===== config.mk =====
export PLATFORM = sky130hd
export DESIGN_NAME = spim_master
export DESIGN_NICKNAME = d
export VERILOG_FILES = /design/src/rtl/spim_pkg.sv /design/src/rtl/spim_baud.sv /design/src/rtl/spim_shift.sv /design/src/rtl/spim_master.sv
export SDC_FILE = /design/constraint.sdc
export NUM_CORES = 1
export LEC_CHECK = 0
export ABC_AREA = 1
export BUFFER_PORTS_ARGS = -buffer_cell sky130_fd_sc_hd__buf_2
export CORE_MARGIN = 5
export CORE_UTILIZATION = 60
export CTS_CLUSTER_DIAMETER = 120
export DETAILED_ROUTE_END_ITERATION = 12
export GPL_TIMING_DRIVEN = 0
export PLACE_DENSITY = 0.82
export SLEW_MARGIN = 20
export SYNTH_ARGS = -nofsm -noshare
export SYNTH_HDL_FRONTEND = slang
export SYNTH_HIERARCHICAL = 1
export SYNTH_SLANG_ARGS = --single-unit

===== constraint.sdc =====
create_clock -name clk -period 5.78 [get_ports clk]
set_input_delay 0.578 -clock clk [delete_from_list [all_inputs] [get_ports clk]]
set_output_delay 0.578 -clock clk [all_outputs]
set_load 0.05 [all_outputs]

===== src/rtl/spim_pkg.sv =====
`timescale 1ns/1ps
package spim_pkg;
  localparam int BYTE_W = 8;
  localparam int PRE_W  = 3;
  localparam int RATE_W = 4;
  localparam int HALF_W = PRE_W + 2**RATE_W;
  localparam int EDGES  = 2 * BYTE_W;
  localparam int EDGE_W = $clog2(EDGES + 1);

  localparam int ST_RXF  = 7;
  localparam int ST_TXE  = 5;
  localparam int ST_MODF = 4;

  typedef enum logic [1:0] {A_CTRL = 2'd0, A_BAUD = 2'd1, A_STAT = 2'd2, A_DATA = 2'd3} reg_addr_e;

  typedef struct packed {
    logic spare;
    logic irq_en;
    logic fault_en;
    logic ss_drive;
    logic lsb_first;
    logic cpha;
    logic cpol;
    logic master;
  } ctrl_t;

  // half serial-clock period in system clocks
  function automatic logic [HALF_W-1:0] half_period(input logic [PRE_W-1:0] pre,
                                                   input logic [RATE_W-1:0] rate);
    return (HALF_W'(pre) + HALF_W'(1)) << rate;
  endfunction

  // edge k (1-based) captures data-in
  function automatic logic is_sample(input logic [EDGE_W-1:0] k, input logic cpha);
    return k[0] ^ cpha;
  endfunction

  // edge k (1-based) moves the next bit onto data-out
  function automatic logic is_launch(input logic [EDGE_W-1:0] k, input logic cpha);
    return !is_sample(k, cpha) && (k >= (cpha ? EDGE_W'(3) : EDGE_W'(2)))
           && (k < EDGE_W'(EDGES));
  endfunction
endpackage


===== src/rtl/spim_baud.sv =====
`timescale 1ns/1ps
module spim_baud
  import spim_pkg::*;
(
  input  logic              clk,
  input  logic              rst_n,
  input  logic              run,
  input  logic [HALF_W-1:0] half,
  output logic              tick
);
  logic [HALF_W-1:0] cnt;

  assign tick = run && (cnt == half - HALF_W'(1));

  always_ff @(posedge clk or negedge rst_n) begin
    if (!rst_n)            cnt <= '0;
    else if (!run || tick) cnt <= '0;
    else                   cnt <= cnt + HALF_W'(1);
  end
endmodule


===== src/rtl/spim_shift.sv =====
`timescale 1ns/1ps
module spim_shift
  import spim_pkg::*;
(
  input  logic              clk,
  input  logic              rst_n,
  input  logic              load,
  input  logic [BYTE_W-1:0] load_byte,
  input  logic              abort,
  input  logic              tick,
  input  logic              cpha,
  input  logic              lsb_first,
  input  logic              miso,
  output logic              mosi,
  output logic              ph,
  output logic              busy,
  output logic              done,
  output logic [BYTE_W-1:0] rx_nxt,
  output logic [EDGE_W-1:0] edge_cnt
);
  logic [BYTE_W-1:0] txsr, rxsr;
  logic [EDGE_W-1:0] k;
  logic              step, samp, launch;

  assign k      = edge_cnt + EDGE_W'(1);
  assign step   = tick && busy;
  assign samp   = step && is_sample(k, cpha);
  assign launch = step && is_launch(k, cpha);
  assign done   = step && (k == EDGE_W'(EDGES));
  assign mosi   = lsb_first ? txsr[0] : txsr[BYTE_W-1];

  always_comb begin
    rx_nxt = rxsr;
    if (samp) rx_nxt = lsb_first ? {miso, rxsr[BYTE_W-1:1]} : {rxsr[BYTE_W-2:0], miso};
  end

  always_ff @(posedge clk or negedge rst_n) begin
    if (!rst_n) begin
      busy <= 1'b0; ph <= 1'b0; edge_cnt <= '0; txsr <= '0; rxsr <= '0;
    end else if (abort) begin
      busy <= 1'b0; ph <= 1'b0; edge_cnt <= '0;
    end else if (load) begin
      busy <= 1'b1; ph <= 1'b0; edge_cnt <= '0; txsr <= load_byte; rxsr <= '0;
    end else if (step) begin
      ph       <= ~ph;
      edge_cnt <= k;
      rxsr     <= rx_nxt;
      if (launch) txsr <= lsb_first ? (txsr >> 1) : (txsr << 1);
      if (done) begin
        busy     <= 1'b0;
        ph       <= 1'b0;
        edge_cnt <= '0;
      end
    end
  end
endmodule


===== src/rtl/spim_master.sv =====
`timescale 1ns/1ps
module spim_master
  import spim_pkg::*;
(
  input  logic              clk,
  input  logic              rst_n,
  input  logic [1:0]        addr,
  input  logic              wr_en,
  input  logic              rd_en,
  input  logic [BYTE_W-1:0] wdata,
  output logic [BYTE_W-1:0] rdata,
  output logic              sck_o,
  output logic              sck_oe,
  output logic              mosi_o,
  output logic              mosi_oe,
  input  logic              miso_i,
  output logic              ss_o,
  output logic              ss_oe,
  input  logic              ss_i,
  output logic              irq
);
  ctrl_t                    ctrl_q, ctrl_w;
  logic [PRE_W+RATE_W-1:0]  baud_q;
  logic [BYTE_W-1:0]        rx_data, tx_buf, rx_nxt, load_byte;
  logic                     tx_empty, rx_full, modf, pend;
  logic                     arm_tx, arm_rx, arm_modf;
  logic                     rd_stat, rd_data, wr_ctrl, wr_baud, wr_data;
  logic                     mode_fault, cfg_change, data_ok;
  logic                     xfer_start, xfer_done, xfer_abort, raw_done;
  logic                     busy, tick, ph, mosi;
  logic [EDGE_W-1:0]        edge_cnt;
  logic [HALF_W-1:0]        half;

  assign rd_stat = rd_en && (addr == A_STAT);
  assign rd_data = rd_en && (addr == A_DATA);
  assign wr_ctrl = wr_en && (addr == A_CTRL);
  assign wr_baud = wr_en && (addr == A_BAUD);
  assign wr_data = wr_en && (addr == A_DATA);

  always_comb begin
    ctrl_w       = ctrl_t'(wdata);
    ctrl_w.spare = 1'b0;
  end

  assign half = half_period(baud_q[PRE_W+RATE_W-1:RATE_W], baud_q[RATE_W-1:0]);

  // competing master pulls the select input low
  assign mode_fault = ctrl_q.master && ctrl_q.fault_en && !ctrl_q.ss_drive && !ss_i;

  assign cfg_change = (wr_ctrl && (!ctrl_w.master
                                   || (ctrl_w.cpol      != ctrl_q.cpol)
                                   || (ctrl_w.cpha      != ctrl_q.cpha)
                                   || (ctrl_w.lsb_first != ctrl_q.lsb_first)
                                   || (ctrl_w.ss_drive  != ctrl_q.ss_drive)
                                   || (ctrl_w.fault_en  != ctrl_q.fault_en)))
                   || (wr_baud && (wdata[PRE_W+RATE_W-1:0] != baud_q));

  assign xfer_abort = busy && (mode_fault || cfg_change);
  assign data_ok    = wr_data && arm_tx && tx_empty && ctrl_q.master && !mode_fault && !cfg_change;
  assign xfer_done  = raw_done && !xfer_abort;
  assign xfer_start = !xfer_abort && ((data_ok && !busy) || (xfer_done && (pend || data_ok)));
  assign load_byte  = pend ? tx_buf : wdata;

  spim_baud u_baud (
    .clk(clk), .rst_n(rst_n), .run(busy), .half(half), .tick(tick)
  );

  spim_shift u_shift (
    .clk(clk), .rst_n(rst_n), .load(xfer_start), .load_byte(load_byte),
    .abort(xfer_abort), .tick(tick), .cpha(ctrl_q.cpha), .lsb_first(ctrl_q.lsb_first),
    .miso(miso_i), .mosi(mosi), .ph(ph), .busy(busy), .done(raw_done),
    .rx_nxt(rx_nxt), .edge_cnt(edge_cnt)
  );

  always_ff @(posedge clk or negedge rst_n) begin
    if (!rst_n) begin
      ctrl_q <= '0; baud_q <= '0;
    end else begin
      if (wr_ctrl) ctrl_q <= ctrl_w;
      if (wr_baud) baud_q <= wdata[PRE_W+RATE_W-1:0];
      if (mode_fault) ctrl_q.master <= 1'b0;
    end
  end

  always_ff @(posedge clk or negedge rst_n) begin
    if (!rst_n) begin
      tx_empty <= 1'b1; pend <= 1'b0; tx_buf <= '0; arm_tx <= 1'b0;
    end else begin
      if (wr_data || rd_data)      arm_tx <= 1'b0;
      else if (rd_stat && tx_empty) arm_tx <= 1'b1;
      if (xfer_abort) begin
        pend <= 1'b0; tx_empty <= 1'b1;
      end else if (data_ok && busy && !xfer_done) begin
        pend <= 1'b1; tx_empty <= 1'b0; tx_buf <= wdata;
      end else if (xfer_done && pend) begin
        pend <= 1'b0; tx_empty <= 1'b1;
      end
    end
  end

  always_ff @(posedge clk or negedge rst_n) begin
    if (!rst_n) begin
      rx_full <= 1'b0; rx_data <= '0; arm_rx <= 1'b0; modf <= 1'b0; arm_modf <= 1'b0;
    end else begin
      if (rd_data)                arm_rx <= 1'b0;
      else if (rd_stat && rx_full) arm_rx <= 1'b1;
      if (xfer_done) begin
        rx_full <= 1'b1; rx_data <= rx_nxt;
      end else if (rd_data && arm_rx) begin
        rx_full <= 1'b0;
      end
      if (wr_ctrl)              arm_modf <= 1'b0;
      else if (rd_stat && modf) arm_modf <= 1'b1;
      if (mode_fault)                modf <= 1'b1;
      else if (wr_ctrl && arm_modf) modf <= 1'b0;
    end
  end

  always_comb begin
    rdata = '0;
    case (addr)
      A_CTRL: rdata = ctrl_q;
      A_BAUD: rdata = BYTE_W'(baud_q);
      A_STAT: begin
        rdata[ST_RXF]  = rx_full;
        rdata[ST_TXE]  = tx_empty;
        rdata[ST_MODF] = modf;
      end
      default: rdata = rx_data;
    endcase
  end

  assign sck_o   = ctrl_q.cpol ^ ph;
  assign sck_oe  = ctrl_q.master;
  assign mosi_o  = mosi;
  assign mosi_oe = ctrl_q.master;
  assign ss_oe   = ctrl_q.master && ctrl_q.fault_en && ctrl_q.ss_drive;
  assign ss_o    = !busy;
  assign irq     = ctrl_q.irq_en && modf;
endmodule


==> summary.txt, run 1 <==
Status
  – Status: finished clean

Die
  – Initial Utilization: 0.607
  – Total die area: 11,800 um^2
  – Die height: 109 um
  – Core area: 9640 um^2
  – Overall die width: 109 um
  – I/O pin count: 31
  – Site Rows: 36

Routing
  – Metal-1 WL: 6.16 mm
  – WL per Instance: 13.8 um
  – DRT iter0 DRCs: 421
  – Remaining DRCs: 0
  – Post-Route WL: 14.7 mm
  – Met3 wire length: 514 um
  – Vias/cell: 5.30
  – Highest routing layer actually used: met4
  – Via count: 5,631
  – Met2 WL: 7.41 mm
  – DR pass1 iterations: 6
  – Routed Antenna Nets: 0

Clock network
  – CTS sink count: 79
  – Post-CTS Setup Bufs: 0
  – Clock-pin slew on the worst setup and hold paths: 0.09 ns
  – Worst skew pair latency: 0.35 ns
  – H-tree levels: 3
  – CTS Root Buffer Type: clkbuf_8
  – Clock buffer depth: 2
  – CTS tree: done
  – Num CTS Buffers: 9

Critical path
  – Maximum fanout along the worst path: 10
  – Startpoint types: register
  – Nature of the critical path endpoint: register
  – Slowest cell on the critical path: dfrtp_1
  – Worst Path Required: 6.02 ns
  – CP Class: register to register
  – CP peak stage delay: 0.47 ns
  – Cell family with most CP delay: simple AND/OR/NAND/NOR gates
  – Most frequent CP cell: nand2_1
  – Critical Path AT: 5.48 ns
  – Buf/Inv on CP: 6

Final layout
  – Share of layout cells above drive strength 1: 0.136
  – Commonest non-fill, non-tap cell in the layout: nand2_1
  – Layout Cells excl Fill: 1,062
  – Commonest non-fill, non-tap cells in the layout: 278 x nand2_1, 108 x inv_1, 85 x nor2_1
  – Antenna cells: 0
  – Reg area: 1980 um^2
  – Area grow syn2layout: 9.48%
  – Fill cells: 892
  – Footprint of the multi-input gates: 3270 um^2
  – Final nets: 946

Placed design
  – Post-DP HPWL: 11.8 mm
  – Routability congestion estimate: 0.931
  – Cell total after placement: 1,046
  – PortBufs: 30

Logic synthesis
  – Post-synth ARST share: 1.00
  – Sequential-to-total area share from yosys stat: 0.338
  – EDFF count, synth: 0
  – Main synth FF type: dfrtp_1
  – Synth Cell Area: 5850 um^2
  – Average size of a mapped cell: 6.63 um^2
  – Syn Nets: 904
  – Post-Syn Instances: 882
  – Yosys cell types: 42
  – Register bit total from synthesis: 79
  – Yosys warnings: 6

Power and ir drop
  – VDD IR max: 240 uV
  – PD cells: 302 nW/um^2
  – LEAKAGE: 3.29 nW

STA
  – Clock skew: 0.0115 ns
  – Hold slack final: 0.110 ns
  – Unrepaired setup endpoints after global routing: false
  – Fin Setup TNS: 0 ns
  – Worst Tran Pin Value: 0.633 ns
  – Finish-stage setup viols: 0
  – Min Tclk post-route: 5.24 ns
  – Highest Clock Rate: 0.191 GHz
  – Fin. Hold Viols: 0
  – Crit share post-route: 0.907
  – Normalized max-slew margin: 0.575
  – Fin. max-slew vios: 0

Global route
  – Number of global-route vias before repair: 5,357
  – Largest net degree at the start of global routing: 58
  – Global-route wire length before repair: 24.9 mm
  – GRT Util Overall: 0.266
  – Initial antenna violation count: 0
  – Congestion Overflow GR: 0

Run
  – Total of max-cap violations: 0

Hold path
  – Worst Hold Class: primary input to async pin
==> metrics by stage <==
step                area [um^2]  total power, W  worst slack [ns]   util
detailed placement         6200         0.00152             0.518  0.643
floorplan                  5850         0.00132              1.53      -
CTS                        6400         0.00193             0.501  0.664
finish                     6400         0.00193             0.536  0.664
global route               6400         0.00208            0.0405  0.664
global placement           6170         0.00150             0.550  0.640
==> sequential cells by signal, indices dropped and copies added, names as in the netlist, 5 cells and up <==
name and count:
baud_q 7, tx_buf 8, u_shift/rxsr 8, ctrl_q 6, u_shift/edge_cnt 5, rx_data 8
u_shift/txsr 8, u_baud/cnt 19
==> per-layer routing <==
layer	vias to the layer above	global-route usage
li1	2874	-
met1	2574	0.315
met2	137	0.474
met3	46	0.0343
met4	0	0.131
met5	-	0
==> logic make-up (layout without fill, tap and decap cells) <==
kind of cell | after synthesis | after routing | share of synthesized area
DFF | 79 | 79 | 0.338
and+or+nand+nor | 523 | 523 | 0.398
xor gates and xnor gates | 32 | 32 | 0.0503
buffers and inverters | 141 | 188 | 0.103
AOI/OAI and AO/OA | 101 | 101 | 0.0982
adders and majority gates | 6 | 6 | 0.0128
==> final cells by class <==
class	count	share of cell area
clock inverter	6	0.0106
multi-input combinational	662	0.511
buffer	24	0.0252
clock buffer	10	0.0215
tap	133	0.0260
timing repair buffer	31	0.0281
inverter	117	0.0686
sequential	79	0.309
==> cell usage after synthesis (all sizes together) (3+ instances only) <==
library cell    n  area share
a21oi           9      0.0077
o211ai          3      0.0038
nand3b          4      0.0051
inv           117       0.075
o21ai          72       0.065
xnor2          15       0.022
nand3          75       0.064
nor3           14       0.014
ha              6       0.013
nand4          16       0.017
nor2          109       0.087
dfrtp          78        0.33
buf            12       0.020
o22ai           9       0.011
xor2           16       0.024
nand2         301        0.21
clkbuf         12      0.0077
==> power breakdown <==
part	switching (W)	internal [W]	total [W]	leakage (nW)
Combinational	0.000560	0.000259	0.000819	2.13
Clock	0.000205	0.000213	0.000417	0.0989
Sequential	0.0000733	0.000622	0.000695	1.06
==> what timing repair did <==
item                                    4_1_cts  5_1_grt
hold buffers                                  0        0
resized for setup                             0        2
endpoints found under the setup margin        0        9
==> final timing paths <==
kind,cells past startpoint,endpoint,slack (ns),startpoint
min in group clk,2,tx_buf[7],0.48,tx_buf[7]
max reg2reg,33,u_shift/txsr[0],0.54,baud_q[4]
min,1,rx_data[7],0.11,rst_n
max in group asynchronous,2,tx_empty,5.04,rst_n
min reg2reg,2,tx_buf[7],0.48,tx_buf[7]
max,33,u_shift/txsr[0],0.54,baud_q[4]
(Power assumes the default switching activity.)
==> run 2, diff against run 1 <==
CORE_UTILIZATION = 50   (was 60)
PLACE_DENSITY = 0.71   (was 0.82)
==> summary.txt, run 2 (synthesized netlist as in run 1, its figures left out) <==
Routing
  – Routed Antenna Nets: 0 (unchanged)
  – Met3 wire length: 866 um (+68%)
  – WL per Instance: 13.6 um (-1.5%)
  – Metal-1 WL: 7.12 mm (+16%)
  – DRT iter0 DRCs: 405 (-3.8%)
  – Vias/cell: 5.22 (-1.5%)
  – Met2 WL: 6.38 mm (-14%)
  – Via count: 5,617 (-0.25%)
  – Highest routing layer actually used: met4
  – Remaining DRCs: 0 (unchanged)
  – Post-Route WL: 14.6 mm (-0.24%)
  – DR pass1 iterations: 5 (-1)

Clock network
  – Num CTS Buffers: 9 (unchanged)
  – Clock-pin slew on the worst setup and hold paths: 0.07 ns (-0.02 ns)
  – CTS sink count: 79 (unchanged)
  – Worst skew pair latency: 0.35 ns (about the same)
  – H-tree levels: 3 (unchanged)
  – CTS Root Buffer Type: clkbuf_16
  – # hold bufs at CTS: 0 (unchanged)
  – Clock buffer depth: 2 (unchanged)
  – CTS tree: done

Critical path
  – R2R cell count: 34 (+3.0%)
  – Startpoint types: register
  – FF-to-FF End: u_shift/txsr[7]
  – Critical Path AT: 5.42 ns (-0.06 ns)
  – Most frequent CP cell: nand2_1
  – Worst Path Required: 6.06 ns (+0.04 ns)
  – CP peak stage delay: 0.46 ns (about the same)
  – Maximum fanout along the worst path: 10 (unchanged)
  – Reg2reg setup slack: 0.63 ns (+0.10 ns)
  – R2r startpoint: baud_q[4]
  – Slowest cell on the critical path: dfrtp_1
  – Nature of the critical path endpoint: register
  – CP Class: register to register

STA
  – Highest Clock Rate: 0.194 GHz (+1.9%)
  – Final worst setup slack: 0.634 ns (+0.0978 ns)
  – Fin. Hold Viols: 0 (unchanged)
  – Min Tclk post-route: 5.15 ns (-0.0978 ns)
  – Worst Tran Pin Value: 0.722 ns (+0.0892 ns)
  – Finish-stage setup viols: 0 (unchanged)
  – Crit share post-route: 0.890 (-0.0169)
  – Normalized max-slew margin: 0.514 (-0.0617)
  – Fin. max-slew vios: 0 (unchanged)
  – Clock skew: 0.0104 ns (-0.00108 ns)

Final layout
  – Commonest non-fill, non-tap cells in the layout: 278 x nand2_1, 108 x inv_1, 85 x nor2_1
  – Max reg flops: 19 (unchanged)
  – Fill cells: 1,113 (+25%)
  – Commonest non-fill, non-tap cell in the layout: nand2_1
  – Largest Register: u_baud/cnt
  – Share of layout cells above drive strength 1: 0.144 (+0.00799)
  – Antenna cells: 0 (unchanged)
  – Area grow syn2layout: 11.8%
  – Final Core Density: 0.570 (-0.0940)
  – Final nets: 950 (+0.42%)

Placed design
  – PortBufs: 30 (unchanged)
  – Routability congestion estimate: 0.916 (-1.6%)
  – Worst slack at placement: 0.504 ns (-0.0144 ns)
  – Post-DP HPWL: 11.2 mm (-4.7%)

Power and ir drop
  – PD cells: 317 nW/um^2 (+5.2%)
  – VDD IR max: 169 uV (-29%)
  – LEAKAGE: 3.36 nW (+2.0%)

Global route
  – GRT Util Overall: 0.218 (-0.0481)
  – Number of global-route vias before repair: 5,199 (-2.9%)
  – Initial antenna violation count: 0 (unchanged)
  – Congestion Overflow GR: 0 (unchanged)
  – Global-route wire length before repair: 25.3 mm (+1.8%)
  – Largest net degree at the start of global routing: 41 (-29%)

Die
  – I/O pin count: 31 (unchanged)
  – Overall die width: 118 um (+8.7%)
  – Total die area: 14,000 um^2 (+18%)
  – Initial Utilization: 0.510 (-0.0967)
  – Site Rows: 39 (+8.3%)
  – Die height: 118 um (+8.7%)
  – Core area: 11,500 um^2 (+19%)

Run
  – Total of max-cap violations: 0 (unchanged)

Hold path
  – Worst Hold Class: primary input to async pin

Status
  – Status: finished clean
-- run 2: worst max-delay path: cells and delay by family, from the launching register on --
kind,cells,cell delay [ns]
AND/OR/NAND/NOR,22,2.54
AO/OA/AOI/OAI,4,0.68
XOR/XNOR,1,0.18
adder cells (fa/ha/maj),1,0.24
flip-flops,1,0.46
buffers and inverters,6,0.97
-- run 2: metal layers --
metal,GRT usage,vias up
met5,0,-
met4,0.0746,0
met3,0.0301,19
met2,0.324,160
met1,0.325,2551
li1,-,2887
-- run 2: report_power, final --
part | switching [W] | internal (W)
sequential | 0.0000704 | 0.000623
combinational | 0.000563 | 0.000259
clock | 0.000250 | 0.000310
-- run 2: area by class of cell --
| type | instances | area [um^2] | share of cell area |
|---|---|---|---|
| Multi-Input combinational cell | 662 | 3280 | 0.502 |
| Sequential cell | 79 | 1980 | 0.302 |
| Inverter | 117 | 439 | 0.0672 |
| Clock buffer | 10 | 239 | 0.0365 |
| Timing Repair Buffer | 35 | 203 | 0.0310 |
| Tap cell | 143 | 179 | 0.0274 |
| Buffer | 24 | 169 | 0.0258 |
| Clock inverter | 6 | 51.3 | 0.00784 |
-- run 2: repair_timing --
action                                  in CTS  in global routing
setup buffers                                0                  4
hold endpoints to repair                     0                  0
endpoints found under the setup margin       0                 23
gates resized for setup                      0                 11
-- run 2: stage by stage --
step / hold WS (ns) / TNS (ns) / instance area, um^2 / power, W / instances
floorplan: 0.282 / 0 / 5850 / 0.00132 / 882
global placement: 0.456 / 0 / 6180 / 0.00150 / 1055
detailed placement: 0.459 / 0 / 6200 / 0.00151 / 1056
CTS: 0.217 / 0 / 6490 / 0.00208 / 1072
global route: 0.252 / -0.000508 / 6540 / 0.00224 / 1076
finish: 0.205 / 0 / 6540 / 0.00208 / 1076
-- run 2: how the worst max path moves through the flow --
stage / startpoint / to / slack [ns] / depth (start not counted)
4_1_cts: baud_q[4] / u_shift/txsr[7] / 0.45 / 34
3_3_place_gp: baud_q[4] / u_shift/txsr[2] / 0.51 / 30
3_5_place_dp: baud_q[4] / u_shift/txsr[7] / 0.50 / 34
6_report: baud_q[4] / u_shift/txsr[7] / 0.63 / 34
5_1_grt: baud_q[4] / u_shift/txsr[7] / -0.0005 / 34
2_1_floorplan: baud_q[4] / u_shift/txsr[0] / 1.53 / 30
==> run 3, diff against run 2 <==
ABC_AREA = default   (was 1)
==> summary.txt, run 3 <==
Die
  – Die height: 115 um (-2.9%)
  – Site Rows: 38 (-2.6%)
  – Overall die width: 115 um (-2.9%)
  – Core area: 10,800 um^2 (-5.9%)
  – I/O pin count: 31 (unchanged)
  – Initial Utilization: 0.508 (-0.00198)
  – Total die area: 13,200 um^2 (-5.7%)

Power and ir drop
  – LEAKAGE: 2.73 nW (-19%)
  – VDD IR max: 208 uV (+23%)
  – Final Power: 0.00201 W (-3.0%)
  – PD cells: 329 nW/um^2 (+3.8%)

Final layout
  – Share of layout cells above drive strength 1: 0.207 (+0.0636)
  – Final nets: 654 (-31%)
  – Max reg flops: 19 (unchanged)
  – Final instance area: 6110 um^2 (-6.5%)
  – Antenna cells: 0 (unchanged)
  – Largest Register: u_baud/cnt
  – Commonest non-fill, non-tap cell in the layout: dfrtp_1
  – Commonest non-fill, non-tap cells in the layout: 78 x dfrtp_1, 75 x nand2_1, 37 x buf_2
  – Area grow syn2layout: 11.5%

Placed design
  – Worst slack at placement: -0.707 ns (-1.21 ns)
  – Routability congestion estimate: 0.914 (-0.28%)
  – Post-DP Area: 5830 um^2 (-6.0%)
  – Post-DP HPWL: 9.38 mm (-16%)
  – PortBufs: 30 (unchanged)

Logic synthesis
  – Main synth FF type: dfrtp_1
  – Average size of a mapped cell: 9.33 um^2 (+41%)
  – Post-synth ARST share: 1.00 (unchanged)
  – Yosys warnings: 6 (unchanged)
  – Post-Syn Instances: 588 (-33%)
  – Most instantiated cells after synthesis: 78 x dfrtp_1, 76 x nand2_1, 34 x xnor2_1
  – Most frequent cell after synthesis: dfrtp_1
  – Yosys cell types: 73 (+74%)
  – Synth Cell Area: 5480 um^2 (-6.2%)
  – Syn Nets: 610 (-33%)
  – EDFF count, synth: 0 (unchanged)
  – Area contributors post-synth: dfrtp_1 36%, mux2_2 6.2%, xnor2_1 5.4%
  – Top cell type's share of synthesized area: 0.356 (+0.0222)
  – Post-synth top area cell: dfrtp_1
  – Register bit total from synthesis: 79 (unchanged)
  – Sequential-to-total area share from yosys stat: 0.361 (+0.0225)

Routing
  – Vias/cell: 5.84 (+12%)
  – Metal-1 WL: 5.35 mm (-25%)
  – DRT iter0 DRCs: 316 (-22%)
  – WL per Instance: 16.2 um (+19%)
  – Met2 WL: 6.59 mm (+3.4%)
  – Highest routing layer actually used: met4
  – Post-Route WL: 12.6 mm (-14%)
  – Via count: 4,534 (-19%)
  – Remaining DRCs: 0 (unchanged)
  – Met3 wire length: 484 um (-44%)
  – DR pass1 iterations: 5 (unchanged)
  – Routed Antenna Nets: 0 (unchanged)

Run
  – Total of max-cap violations: 0 (unchanged)

Clock network
  – Clock buffer depth: 2 (unchanged)
  – Num CTS Buffers: 9 (unchanged)
  – CTS sink count: 79 (unchanged)
  – H-tree levels: 3 (unchanged)
  – Worst skew pair latency: 0.37 ns (+0.02 ns)
  – # hold bufs at CTS: 0 (unchanged)
  – Clock-pin slew on the worst setup and hold paths: 0.09 ns (+0.02 ns)
  – CTS tree: done
  – CTS Root Buffer Type: clkbuf_8

Status
  – Status: finished clean

Critical path
  – Critical Path AT: 5.72 ns (+0.30 ns)
  – Worst path depth: 21 (-38%)
  – Crit-path cells: ha_1 -> a22o_1 -> a22oi_2 -> nor2b_2 -> a211oi_4 -> nor3_2 -> clkbuf_8 -> nand4_1 -> o31ai_1 -> o31ai_1 -> and4bb_4 -> buf_6 -> and3_1 -> nand2_1 -> clkbuf_1 -> nor3_4 -> a21oi_1 -> nor3_4 -> clkinv_2 -> nor2_1 -> a221o_1
  – Maximum fanout along the worst path: 10 (unchanged)
  – Cell family with most CP delay: simple AND/OR/NAND/NOR gates
  – CP peak stage delay: 0.48 ns (+0.02 ns)
  – Buf/Inv on CP: 4 (-2)
  – Nature of the critical path endpoint: register
  – CP Class: register to register
  – R2R cell count: 21 (-38%)
  – Worst Path Required: 6.09 ns (+0.03 ns)
  – Startpoint types: register
  – Slowest cell on the critical path: dfrtp_1

Hold path
  – Worst Hold Class: primary input to async pin

Global route
  – Congestion Overflow GR: 0 (unchanged)
  – Largest net degree at the start of global routing: 42 (+2.4%)
  – GRT Util Overall: 0.198 (-0.0194)
  – Initial antenna violation count: 0 (unchanged)
  – Number of global-route vias before repair: 4,388 (-16%)
  – Global-route wire length before repair: 21.2 mm (-16%)

STA
  – Fin Setup TNS: 0 ns (unchanged)
  – Final worst setup slack: 0.372 ns (-0.262 ns)
  – Fin. Hold Viols: 0 (unchanged)
  – Finish-stage setup viols: 0 (unchanged)
  – Hold slack final: 0.179 ns (-0.0258 ns)
  – Highest Clock Rate: 0.185 GHz (-4.8%)
  – Normalized max-slew margin: 0.435 (-0.0790)
  – Unrepaired setup endpoints after global routing: false
  – Worst Tran Pin Value: 0.841 ns (+0.120 ns)
  – Crit share post-route: 0.936 (+0.0453)
  – Fin. max-slew vios: 0 (unchanged)
  – Clock skew: 0.0113 ns (+0.000898 ns)
  – Min Tclk post-route: 5.41 ns (+0.262 ns)
[run 3: cell types whose count changed after synthesis, sizes merged, moves of 7 or more]
cell | previous run | this run
nand3 | 75 | 17
nand2 | 301 | 76
nor2 | 109 | 33
a21oi | 9 | 33
mux2i | 0 | 23
inv | 117 | 15
mux2 | 0 | 46
xnor2 | 15 | 34
xor2 | 16 | 27
nor4 | 0 | 7
o21ai | 72 | 38
[run 3: layout make-up]
type                       count  area [um^2]
buffer                        31          178
clock buffer                   9          124
clock inverter                 7         71.3
fill                         932         4680
inverter                      16         61.3
multi-input combinational    462         3340
sequential                    79         1980
tap                          140          175
timing repair buffer          33          188
[run 3: cell families after synthesis]
group | share of synthesized area
AOI/OAI and AO/OA | 0.144
DFF | 0.361
muxes | 0.150
adders and majority gates | 0.0137
buffers and inverters | 0.0433
and+or+nand+nor | 0.191
xor gates and xnor gates | 0.0974
[run 3: per-stage QoR]
stage | cells | util
after floorplan | 588 | -
final | 777 | 0.566
after global routing | 777 | 0.566
after CTS | 775 | 0.560
after detailed placement | 759 | 0.540
after global placement | 758 | 0.538
[run 3: power breakdown]
group / total [W] / switching, W / internal [W]
Combinational: 0.000892 / 0.000517 / 0.000374
Clock: 0.000409 / 0.000240 / 0.000168
Sequential: 0.000713 / 0.0000872 / 0.000626
[run 3: layer usage]
| layer | vias up | track usage |
|---|---|---|
| li1 | 2211 | - |
| met1 | 2217 | 0.244 |
| met2 | 86 | 0.354 |
| met3 | 20 | 0.0326 |
| met4 | 0 | 0.0657 |
| met5 | - | 0 |
[run 3: worst paths after layout]
kind	start	end	slack, ns
min	rst_n	u_baud/cnt[4]	0.18
max in group asynchronous	rst_n	tx_empty	4.93
max	baud_q[5]	u_shift/txsr[3]	0.37
min reg2reg	tx_buf[1]	tx_buf[1]	0.49
max reg2reg	baud_q[5]	u_shift/txsr[3]	0.37
min in group clk	wdata[7]	tx_buf[7]	0.43
[run 3: repair_timing]
item | in CTS | in global routing
gates cloned | 0 | 0
pin swaps | 0 | 3
buffers inserted | 0 | 2
setup endpoints to repair | 23 | 23
gates resized for setup | 5 | 11
